<file path="src/rtl/cal_alarm_pkg.sv">
package cal_alarm_pkg;
  localparam int unsigned WORD_W = 32;
  localparam int unsigned NUM_TF = 3;
  // time fields: seconds, minutes, hours
  localparam int unsigned TF_LSB [NUM_TF] = '{0, 8, 16};
  localparam int unsigned TF_W   [NUM_TF] = '{7, 7, 6};
  localparam int unsigned TF_MSK [NUM_TF] = '{7, 15, 23};
  localparam int unsigned PM_BIT   = 22;
  localparam int unsigned DAY_LSB  = 24;
  localparam int unsigned DATE_W   = 6;
  localparam int unsigned WDAY_W   = 4;
  localparam int unsigned WSEL_BIT = 30;
  localparam int unsigned DMSK_BIT = 31;

  typedef struct packed {
    logic [6:0] sec;
    logic [6:0] min;
    logic [5:0] hour;
    logic [5:0] date;
    logic [2:0] wday;
  } cal_t;
endpackage

</file>
<file path="src/rtl/cal_alarm_ctrl.sv">
module cal_alarm_ctrl
  import cal_alarm_pkg::*;
#(
  parameter int unsigned WR_OK_DLY = 2
) (
  input  logic              clk_i,
  input  logic              rst_ni,
  input  logic              ref_tick_i,
  input  logic              ctrl_wr_i,
  input  logic              ctrl_alarm_en_i,
  input  logic              ctrl_irq_en_i,
  input  logic              alm_wr_i,
  input  logic [WORD_W-1:0] alm_wdata_i,
  output logic              alarm_en_o,
  output logic              irq_en_o,
  output logic              wr_ok_o,
  output logic [WORD_W-1:0] word_o
);
  localparam int unsigned CW = (WR_OK_DLY > 1) ? $clog2(WR_OK_DLY) : 1;
  localparam logic [CW-1:0] CNT_LAST = CW'(WR_OK_DLY - 1);

  logic              en_q, ie_q, wr_ok_q;
  logic [CW-1:0]     cnt_q;
  logic [WORD_W-1:0] word_q;
  logic              word_we;

  assign word_we = alm_wr_i & wr_ok_q & ~en_q;

  always_ff @(posedge clk_i or negedge rst_ni) begin
    if (!rst_ni) begin
      en_q    <= 1'b0;
      ie_q    <= 1'b0;
      wr_ok_q <= 1'b1;
      cnt_q   <= '0;
      word_q  <= '0;
    end else begin
      if (ctrl_wr_i) begin
        en_q <= ctrl_alarm_en_i;
        ie_q <= ctrl_irq_en_i;
      end
      if (ctrl_wr_i && ctrl_alarm_en_i) begin
        wr_ok_q <= 1'b0;
        cnt_q   <= '0;
      end else if (!en_q && !wr_ok_q && ref_tick_i) begin
        // count reference ticks since disable
        if (cnt_q == CNT_LAST) begin
          wr_ok_q <= 1'b1;
          cnt_q   <= '0;
        end else begin
          cnt_q <= cnt_q + 1'b1;
        end
      end
      if (word_we) word_q <= alm_wdata_i;
    end
  end

  assign alarm_en_o = en_q;
  assign irq_en_o   = ie_q;
  assign wr_ok_o    = wr_ok_q;
  assign word_o     = word_q;

  AST_WROK_LOW_WHILE_EN: assert property (@(posedge clk_i) disable iff (!rst_ni)
    en_q |-> !wr_ok_q);
  AST_WORD_FROZEN_EN: assert property (@(posedge clk_i) disable iff (!rst_ni)
    en_q |=> $stable(word_q));
  AST_WROK_RISE_ON_TICK: assert property (@(posedge clk_i) disable iff (!rst_ni)
    $rose(wr_ok_q) |-> ($past(ref_tick_i) && !$past(en_q)));
endmodule

</file>
<file path="src/rtl/cal_alarm_cmp.sv">
module cal_alarm_cmp
  import cal_alarm_pkg::*;
(
  input  logic [WORD_W-1:0] word_i,
  input  cal_t              cal_i,
  output logic              match_o
);
  logic [23:0]       tv;
  logic [NUM_TF-1:0] tf_hit;
  logic              day_hit, date_eq, wday_eq;
  logic              unused_cmp;

  // time fields laid out on the same bit positions as the alarm word
  assign tv = {2'b00, cal_i.hour, 1'b0, cal_i.min, 1'b0, cal_i.sec};

  for (genvar g = 0; g < NUM_TF; g++) begin : g_tf
    assign tf_hit[g] = word_i[TF_MSK[g]] |
                       (word_i[TF_LSB[g] +: TF_W[g]] == tv[TF_LSB[g] +: TF_W[g]]);
  end

  assign date_eq = (word_i[DAY_LSB +: DATE_W] == cal_i.date);
  assign wday_eq = (word_i[DAY_LSB +: WDAY_W] == {1'b0, cal_i.wday});
  assign day_hit = word_i[DMSK_BIT] | (word_i[WSEL_BIT] ? wday_eq : date_eq);
  assign match_o = (&tf_hit) & day_hit;

  // 24-hour operation: the afternoon marker takes no part
  assign unused_cmp = ^{word_i[PM_BIT], tv[7], tv[15], tv[23:22]};
endmodule

</file>
<file path="src/rtl/cal_alarm_flag.sv">
module cal_alarm_flag (
  input  logic clk_i,
  input  logic rst_ni,
  input  logic upd_i,
  input  logic match_i,
  input  logic en_i,
  input  logic clr_i,
  output logic flag_o
);
  logic flag_q, hit;

  assign hit = upd_i & en_i & match_i;

  always_ff @(posedge clk_i or negedge rst_ni) begin
    if (!rst_ni)     flag_q <= 1'b0;
    else if (hit)    flag_q <= 1'b1; // a fresh match wins over clear
    else if (clr_i)  flag_q <= 1'b0;
  end

  assign flag_o = flag_q;

  AST_FLAG_STICKY: assert property (@(posedge clk_i) disable iff (!rst_ni)
    (flag_q && !clr_i) |=> flag_q);
  AST_NO_SET_IDLE: assert property (@(posedge clk_i) disable iff (!rst_ni)
    (!flag_q && !(upd_i && en_i)) |=> !flag_q);
endmodule

</file>
<file path="src/rtl/cal_alarm_top.sv">
module cal_alarm_top
  import cal_alarm_pkg::*;
#(
  parameter int unsigned WR_OK_DLY = 2
) (
  input  logic        clk_i,
  input  logic        rst_ni,
  input  logic        ref_tick_i,
  input  logic        ctrl_wr_i,
  input  logic        ctrl_alarm_en_i,
  input  logic        ctrl_irq_en_i,
  input  logic        alm_wr_i,
  input  logic [31:0] alm_wdata_i,
  input  logic        flag_clr_i,
  input  logic        upd_i,
  input  logic [6:0]  cal_sec_i,
  input  logic [6:0]  cal_min_i,
  input  logic [5:0]  cal_hour_i,
  input  logic [5:0]  cal_date_i,
  input  logic [2:0]  cal_wday_i,
  output logic [31:0] alm_word_o,
  output logic        wr_ok_o,
  output logic        flag_o,
  output logic        irq_o
);
  logic              alarm_en, irq_en, match, flag;
  logic [WORD_W-1:0] word;
  cal_t              cal;

  assign cal = '{sec: cal_sec_i, min: cal_min_i, hour: cal_hour_i,
                 date: cal_date_i, wday: cal_wday_i};

  cal_alarm_ctrl #(.WR_OK_DLY(WR_OK_DLY)) u_ctrl (
    .clk_i, .rst_ni, .ref_tick_i, .ctrl_wr_i, .ctrl_alarm_en_i, .ctrl_irq_en_i,
    .alm_wr_i, .alm_wdata_i,
    .alarm_en_o (alarm_en),
    .irq_en_o   (irq_en),
    .wr_ok_o    (wr_ok_o),
    .word_o     (word)
  );

  cal_alarm_cmp u_cmp (
    .word_i  (word),
    .cal_i   (cal),
    .match_o (match)
  );

  cal_alarm_flag u_flag (
    .clk_i, .rst_ni,
    .upd_i   (upd_i),
    .match_i (match),
    .en_i    (alarm_en),
    .clr_i   (flag_clr_i),
    .flag_o  (flag)
  );

  assign alm_word_o = word;
  assign flag_o     = flag;
  assign irq_o      = flag & irq_en;

  AST_IRQ_NEEDS_FLAG: assert property (@(posedge clk_i) disable iff (!rst_ni)
    irq_o |-> flag_o);
endmodule

</file>
<file path="config.mk">
export PLATFORM = sky130hd
export DESIGN_NAME = cal_alarm_top
export DESIGN_NICKNAME = d
export VERILOG_FILES = /design/src/rtl/cal_alarm_pkg.sv /design/src/rtl/cal_alarm_ctrl.sv /design/src/rtl/cal_alarm_cmp.sv /design/src/rtl/cal_alarm_flag.sv /design/src/rtl/cal_alarm_top.sv
export SDC_FILE = /design/constraint.sdc
export NUM_CORES = 1
export LEC_CHECK = 0
export ABC_AREA = 1
export BUFFER_PORTS_ARGS = -buffer_cell sky130_fd_sc_hd__buf_2
export CAP_MARGIN = 20
export CORE_UTILIZATION = 50
export DETAILED_ROUTE_END_ITERATION = 10
export GPL_ROUTABILITY_DRIVEN = 1
export PLACE_DENSITY = 0.84
export SLEW_MARGIN = 20
export SYNTH_ARGS = -nofsm -noshare
export SYNTH_HDL_FRONTEND = slang
export SYNTH_HIERARCHICAL = 1
export SYNTH_SLANG_ARGS = --single-unit
export TNS_END_PERCENT = 50
</file>
<file path="constraint.sdc">
create_clock -name clk_i -period 2.2 [get_ports clk_i]
set_input_delay 0.22 -clock clk_i [delete_from_list [all_inputs] [get_ports clk_i]]
set_output_delay 0.22 -clock clk_i [all_outputs]
set_load 0.01 [all_outputs]
</file>
; ---- Word-level counts from Yosys, hierarchy flattened
; Cells that the tools add are included.
[word_totals]
out_inout_bits = 35
wordCells = 42
input_bits = 70
regBits = 37
[classes]
n_addsub = 1
bitwise_logic = 11
muxes = 9
reduce_logical = 10
n_eq_ne = 5
[op_table]
columns = op, count
row1 = 7-bit equality test, 2
row2 = 6-bit equality test, 2
row3 = 1-bit two-way mux, 9
row4 = 1-bit bitwise AND, 6
row5 = 2-bit nonzero test, 3
row6 = 4-bit by 3-bit equality test with 1-bit output, 1
row7 = 1-bit OR, 4
row8 = 1-bit logical AND, 3
row9 = 3-bit AND reduction, 1
row10 = 1-bit zero test, 2
row11 = 2-bit AND reduction, 1
row12 = 1-bit adder (second input constant), 1
row13 = 1-bit NOT, 1

; ---- Logic depth before layout (Yosys ltp)
[logic_depth]
depth_word = 6
depth_mapped = 11
mapped_depth_nobuf = 11

; ---- Modules after synthesis
; The synthesis kept the hierarchy.
[by_module_without_submodules]
columns = mod, instances, cells_each, area_per_inst_um2, seq_area_each_um2
row1 = cal_alarm_ctrl, 1, 151, 1565.3, 902.1
row2 = cal_alarm_cmp, 1, 129, 556.8, 0.0
row3 = cal_alarm_flag, 1, 5, 41.3, 25.0
row4 = cal_alarm_top, 1, 2, 7.5, 0.0

; ---- Worst setup path after synthesis
; Ideal clock, no wire load.
[synth_timing]
path_type = reg-to-reg
start = reg u_ctrl.word_q[24], in the netlist u_ctrl/word_o[24]
end = reg u_flag.flag_q, in the netlist u_flag/flag_o
path_buffers = 0
setup_time_ps = 65
path_slack_ps = 1083
path_stages_with_launch = 10
arrival_ps = 1052
required_time_ps = 2135
cell_sequence = dfrtp_1 > xnor2_1 > nand2_1 > nor2_1 > nand2_1 > nand2_1 > nand2_1 > nor2_2 > nand3_1 > nand2_1
[synth_between]
elab_chain_len = 6
word_cells_on_any_way = 8
cone_classes = eq/ne: 2 / mux: 2 / bitwise: 3 / reduce/logical: 1
[synth_rtl]
columns = element, line
row1 = start: declaration, cal_alarm_ctrl.sv:24  ; logic [WORD_W-1:0] word_q;
row2 = start signal: assignment, cal_alarm_ctrl.sv:53  ; if (word_we) word_q <= alm_wdata_i;
row3 = 6-bit equality test / 4-bit by 3-bit equality test with 1-bit output (equally long branches), "cal_alarm_cmp.sv:21, cal_alarm_cmp.sv:22"
row4 = 1-bit two-way mux (*), cal_alarm_cmp.sv:23  ; assign day_hit = word_i[DMSK_BIT] | (word_i[WSEL_BIT] ? wday_eq : date_eq);
row5 = 1-bit OR (*), cal_alarm_cmp.sv:23
row6 = 1-bit bitwise AND (*), cal_alarm_cmp.sv:24  ; assign match_o = (&tf_hit) & day_hit;
row7 = named net match, cal_alarm_top.sv:26  ; logic alarm_en, irq_en, match, flag;
row8 = 1-bit bitwise AND (*), cal_alarm_flag.sv:12  ; assign hit = upd_i & en_i & match_i;
row9 = 1-bit two-way mux / 2-bit nonzero test (equally long branches), n/a
row10 = end signal: assignment, cal_alarm_flag.sv:15  ; if (!rst_ni) flag_q <= 1'b0;
row11 = end signal: assignment, cal_alarm_flag.sv:16  ; else if (hit) flag_q <= 1'b1;
row12 = end signal: assignment, cal_alarm_flag.sv:17  ; else if (clr_i) flag_q <= 1'b0;
row13 = end: declaration, cal_alarm_flag.sv:10  ; logic flag_q, hit;
; Mark *: on every way through the listed nets, which the timed path passes. The rest lies on a longest branch.
; A chain may end at the register's enable or synchronous reset.

; ---- Final worst setup path
[layout_timing]
start = reg u_ctrl.wr_ok_q, in the netlist u_ctrl/wr_ok_o
end = reg u_ctrl.word_q[25], in the netlist u_ctrl/word_o[25]
[layout_between]
elab_chain_len = 2
[layout_rtl]
columns = element, line
row1 = start: declaration, cal_alarm_ctrl.sv:22  ; logic en_q, ie_q, wr_ok_q;
row2 = start signal: assignment, cal_alarm_ctrl.sv:33  ; wr_ok_q <= 1'b1;
row3 = start signal: assignment, cal_alarm_ctrl.sv:42  ; wr_ok_q <= 1'b0;
row4 = start signal: assignment, cal_alarm_ctrl.sv:47  ; wr_ok_q <= 1'b1;
row5 = 1-bit bitwise AND (2 in a row), cal_alarm_ctrl.sv:27  ; assign word_we = alm_wr_i & wr_ok_q & ~en_q;
; Every way passes these cells.

==> impl_metrics.ini <==
[sta]
layout_min_cycle_time_ns = 1.76
setup_violations = 0
rsz0062_at_grt = no
report.final.hold_viol_count = 0
finalClockSkew_ns = 0.00396
worstMarginPinSlew_ns = 0.856
max-slew-margin-rel_pct = 42.9
fin_crit_sh_pct = 80.1
hold_slack_ns = 0.0250
fmax_ghz = 0.568
drv_slew = 0
setup-tns-final_ns = 0

[die]
die_h_um = 67.9
core_area_um2 = 4090
num_rows = 23
ioPinCount = 105
initial_core_util_pct = 53.1
die_w_um = 67.9
dieArea_um2 = 4610

[setup_path]
setup.worst_path.start = u_ctrl/wr_ok_o$_DFFE_PN1P_
crit_type = register to register
crit_path_top_delay_cell = nand3_4
crit_chain = nand3_4, nand2_1, o21ai_2
cp-endpoint = u_ctrl/word_o[25]$_DFFE_PN0P_
rr_startpoint = u_ctrl/wr_ok_o$_DFFE_PN1P_
crit_buf_inv = 0
cp_num_cells = 3
ff2ff_path_depth = 3
cp.required_ns = 2.34
crit_path_max_incr_delay_ns = 0.61
startpoint_type = register
cp.arrival_ns = 1.90
worstPathMaxFanout = 64
end_kind = register
r2r-end = u_ctrl/word_o[25]$_DFFE_PN0P_
crit_family = simple AND/OR/NAND/NOR gates
reg2reg_slack_ns = 0.44

[drt]
drt-pass1-iter-count = 4
remaining_drc_errors = 0
routed_wl_um = 4370
vias = 1967
vias_per_cell = 4.44
wl_per_cell_um = 9.86
drt-initial-drc-count = 75
ant_nets = 0

[synthesis]
synthTopCellsByArea = dfrtp_1 41%, nand2_1 17%, o21ai_2 13%
synth_top_family_by_area = simple AND/OR/NAND/NOR gates
ys_async_sr_fraction_pct = 100
yosysUniqueCellTypes = 16
syn_avg_cell_area_um2 = 7.56
synthSimpleGateAreaFrac_pct = 22.5
syn_nets = 357
synth_seq_cells = 37
synth_compound_area_share_pct = 13.8
yosysWarningCount = 6
synth_adder_area_share_pct = 0
ys_seq_area_share_pct = 42.7
synth-xor-area-share_pct = 4.84
synth_edf_count = 0
synth.area.mux_share_pct = 0.519
syn_inst = 287
yosysMostFrequentCell = nand2_1
netlist.area_leader.share_pct = 41.5
yosys.area.top_type = dfrtp_1
synthesis.area_um2 = 2170
ys.flop_type = dfrtp_1
synth_common_cells = 100 x nand2_1, 72 x inv_1, 36 x dfrtp_1, 32 x o21ai_2, 16 x nor2_1

[grt]
grt_pass1_vias = 1683
grt_max_degree = 65
grt_pass1_wl_um = 6570
track_usage_pct = 19.4
overflow = 0
antenna_found_initial = 0

[place]
hpwl_um = 3400
placed_area_um2 = 2690
numPortBuffers = 104
placedCellCount = 435
place.gp.congestion = 0.694

[clock_network]
clk_pin_slew_ns = 0.07
post-cts-setup-buffers = 0
cts_tree = yes
clk-insertion-delay-late_ns = 0.28
cts_hold_buf = 0
h-tree-depth = 2
clock_path_buffers = 2
cts-root-buf = clkbuf_8
cts.sinks = 37
ctsResizeCount = 0
cts_made_buffers = 5

[finish]
diodes = 0
nets = 462
layout.cells.non_filler = 443
fin_area_um2 = 2790
area_growth_pct = 28.4
drive_above_1_share_pct = 37.9
fin_util_pct = 68.2

[worst_hold_path]
min_path_type = input port to asynchronous set/reset pin

[pwr]
combPwrFrac_pct = 43.1
vdd_drop_max_mv = 0.723
p_switching_uw = 1250
clkPwrFrac_pct = 16.3
seqPwrFrac_pct = 40.6
powerDensity_nw_per_um2 = 1120
intPower_uw = 1880
netSwitchingFraction_pct = 39.9
p_leak_uw = 0.00176

[status]
status = complete, no violations

[flow_run]
cap_violations = 0
==> kinds of logic (layout without fill, tap and decap cells) <==
kind of cell	Yosys count	count (layout)
simple gates	123	123
buf+inv	78	184
xor+xnor	12	12
compound gates	36	36
mux	1	1
flops	37	37
==> power by group through the flow <==
stage / Clock, µW / Sequential, µW / Combinational [µW]
final: 510 / 1270 / 1350
after global routing: 558 / 1320 / 1530
after CTS: 528 / 1280 / 1370
after detailed placement: 0 / 1290 / 1360
after global placement: 0 / 1270 / 1310
after floorplan: 0 / 1380 / 758
==> metal layers <==
layer / vias to the layer above / routed length [µm] / track usage (%)
met5: - / 0 / 0
met4: 0 / 27 / 5.21
met3: 4 / 283 / 6.67
met2: 68 / 2180 / 36.0
met1: 853 / 1880 / 20.8
li1: 1042 / - / -
==> worst min-delay path by stage <==
| stage | start | endpoint | cells after the start |
|---|---|---|---|
| 2_1_floorplan | rst_ni | u_ctrl/alarm_en_o$_DFFE_PN0P_ | 0 |
| 3_3_place_gp | rst_ni | u_ctrl/word_o[18]$_DFFE_PN0P_ | 1 |
| 3_5_place_dp | rst_ni | u_ctrl/word_o[17]$_DFFE_PN0P_ | 1 |
| 4_1_cts | rst_ni | u_ctrl/word_o[17]$_DFFE_PN0P_ | 1 |
| 5_1_grt | rst_ni | u_ctrl/word_o[17]$_DFFE_PN0P_ | 1 |
| 6_report | rst_ni | u_ctrl/word_o[17]$_DFFE_PN0P_ | 1 |
==> worst reg2reg max path, delay by kind of cell (launching register included) <==
family,cells,cell delay (ns)
flops,1,0.58
compound gates,1,0.08
simple gates,2,0.96
==> cell usage in the layout, fill, tap and decap left out <==
master / netlist / layout
buf_2: 0 / 104
nand2_1: 100 / 100
inv_1: 72 / 72
dfrtp_1: 36 / 36
o21ai_2: 32 / 32
nor2_1: 16 / 16
clkbuf_8: 0 / 7
xor2_1: 7 / 7
xnor2_1: 5 / 5
nand3_1: 4 / 4
a21oi_1: 3 / 3
clkinv_2: 0 / 1
nor3_2: 1 / 1
nor2_2: 1 / 1
nand3_4: 1 / 1
o21ai_0: 1 / 1
mux2_2: 1 / 1
dfstp_2: 1 / 1
==> flip-flops by register name, summed over array words and instances, names as in the netlist <==
name               count
u_ctrl/word_o         32
u_ctrl/alarm_en_o      1
u_ctrl/cnt_q           1
u_ctrl/irq_en_o        1
u_ctrl/wr_ok_o         1
u_flag/flag_o          1
==> per-stage QoR <==
| step | total power [µW] | setup slack, ns |
|---|---|---|
| global placement | 2570 | 0.540 |
| floorplan | 2140 | 1.08 |
| detailed placement | 2650 | 0.457 |
| CTS | 3170 | 0.440 |
| finish | 3130 | 0.438 |
| global route | 3410 | 0.305 |
==> layout make-up <==
type                    count  area (µm²)
inverters                  72         270
flip-flops and latches     37         927
multi-input cells         172         906
fillers                   358        1300
well taps                  50        62.6
repair buffers            104         520
clock inverters             1        5.00
clock buffers               7        96.3
No activity file was read; power rests on OpenSTA's default activity.
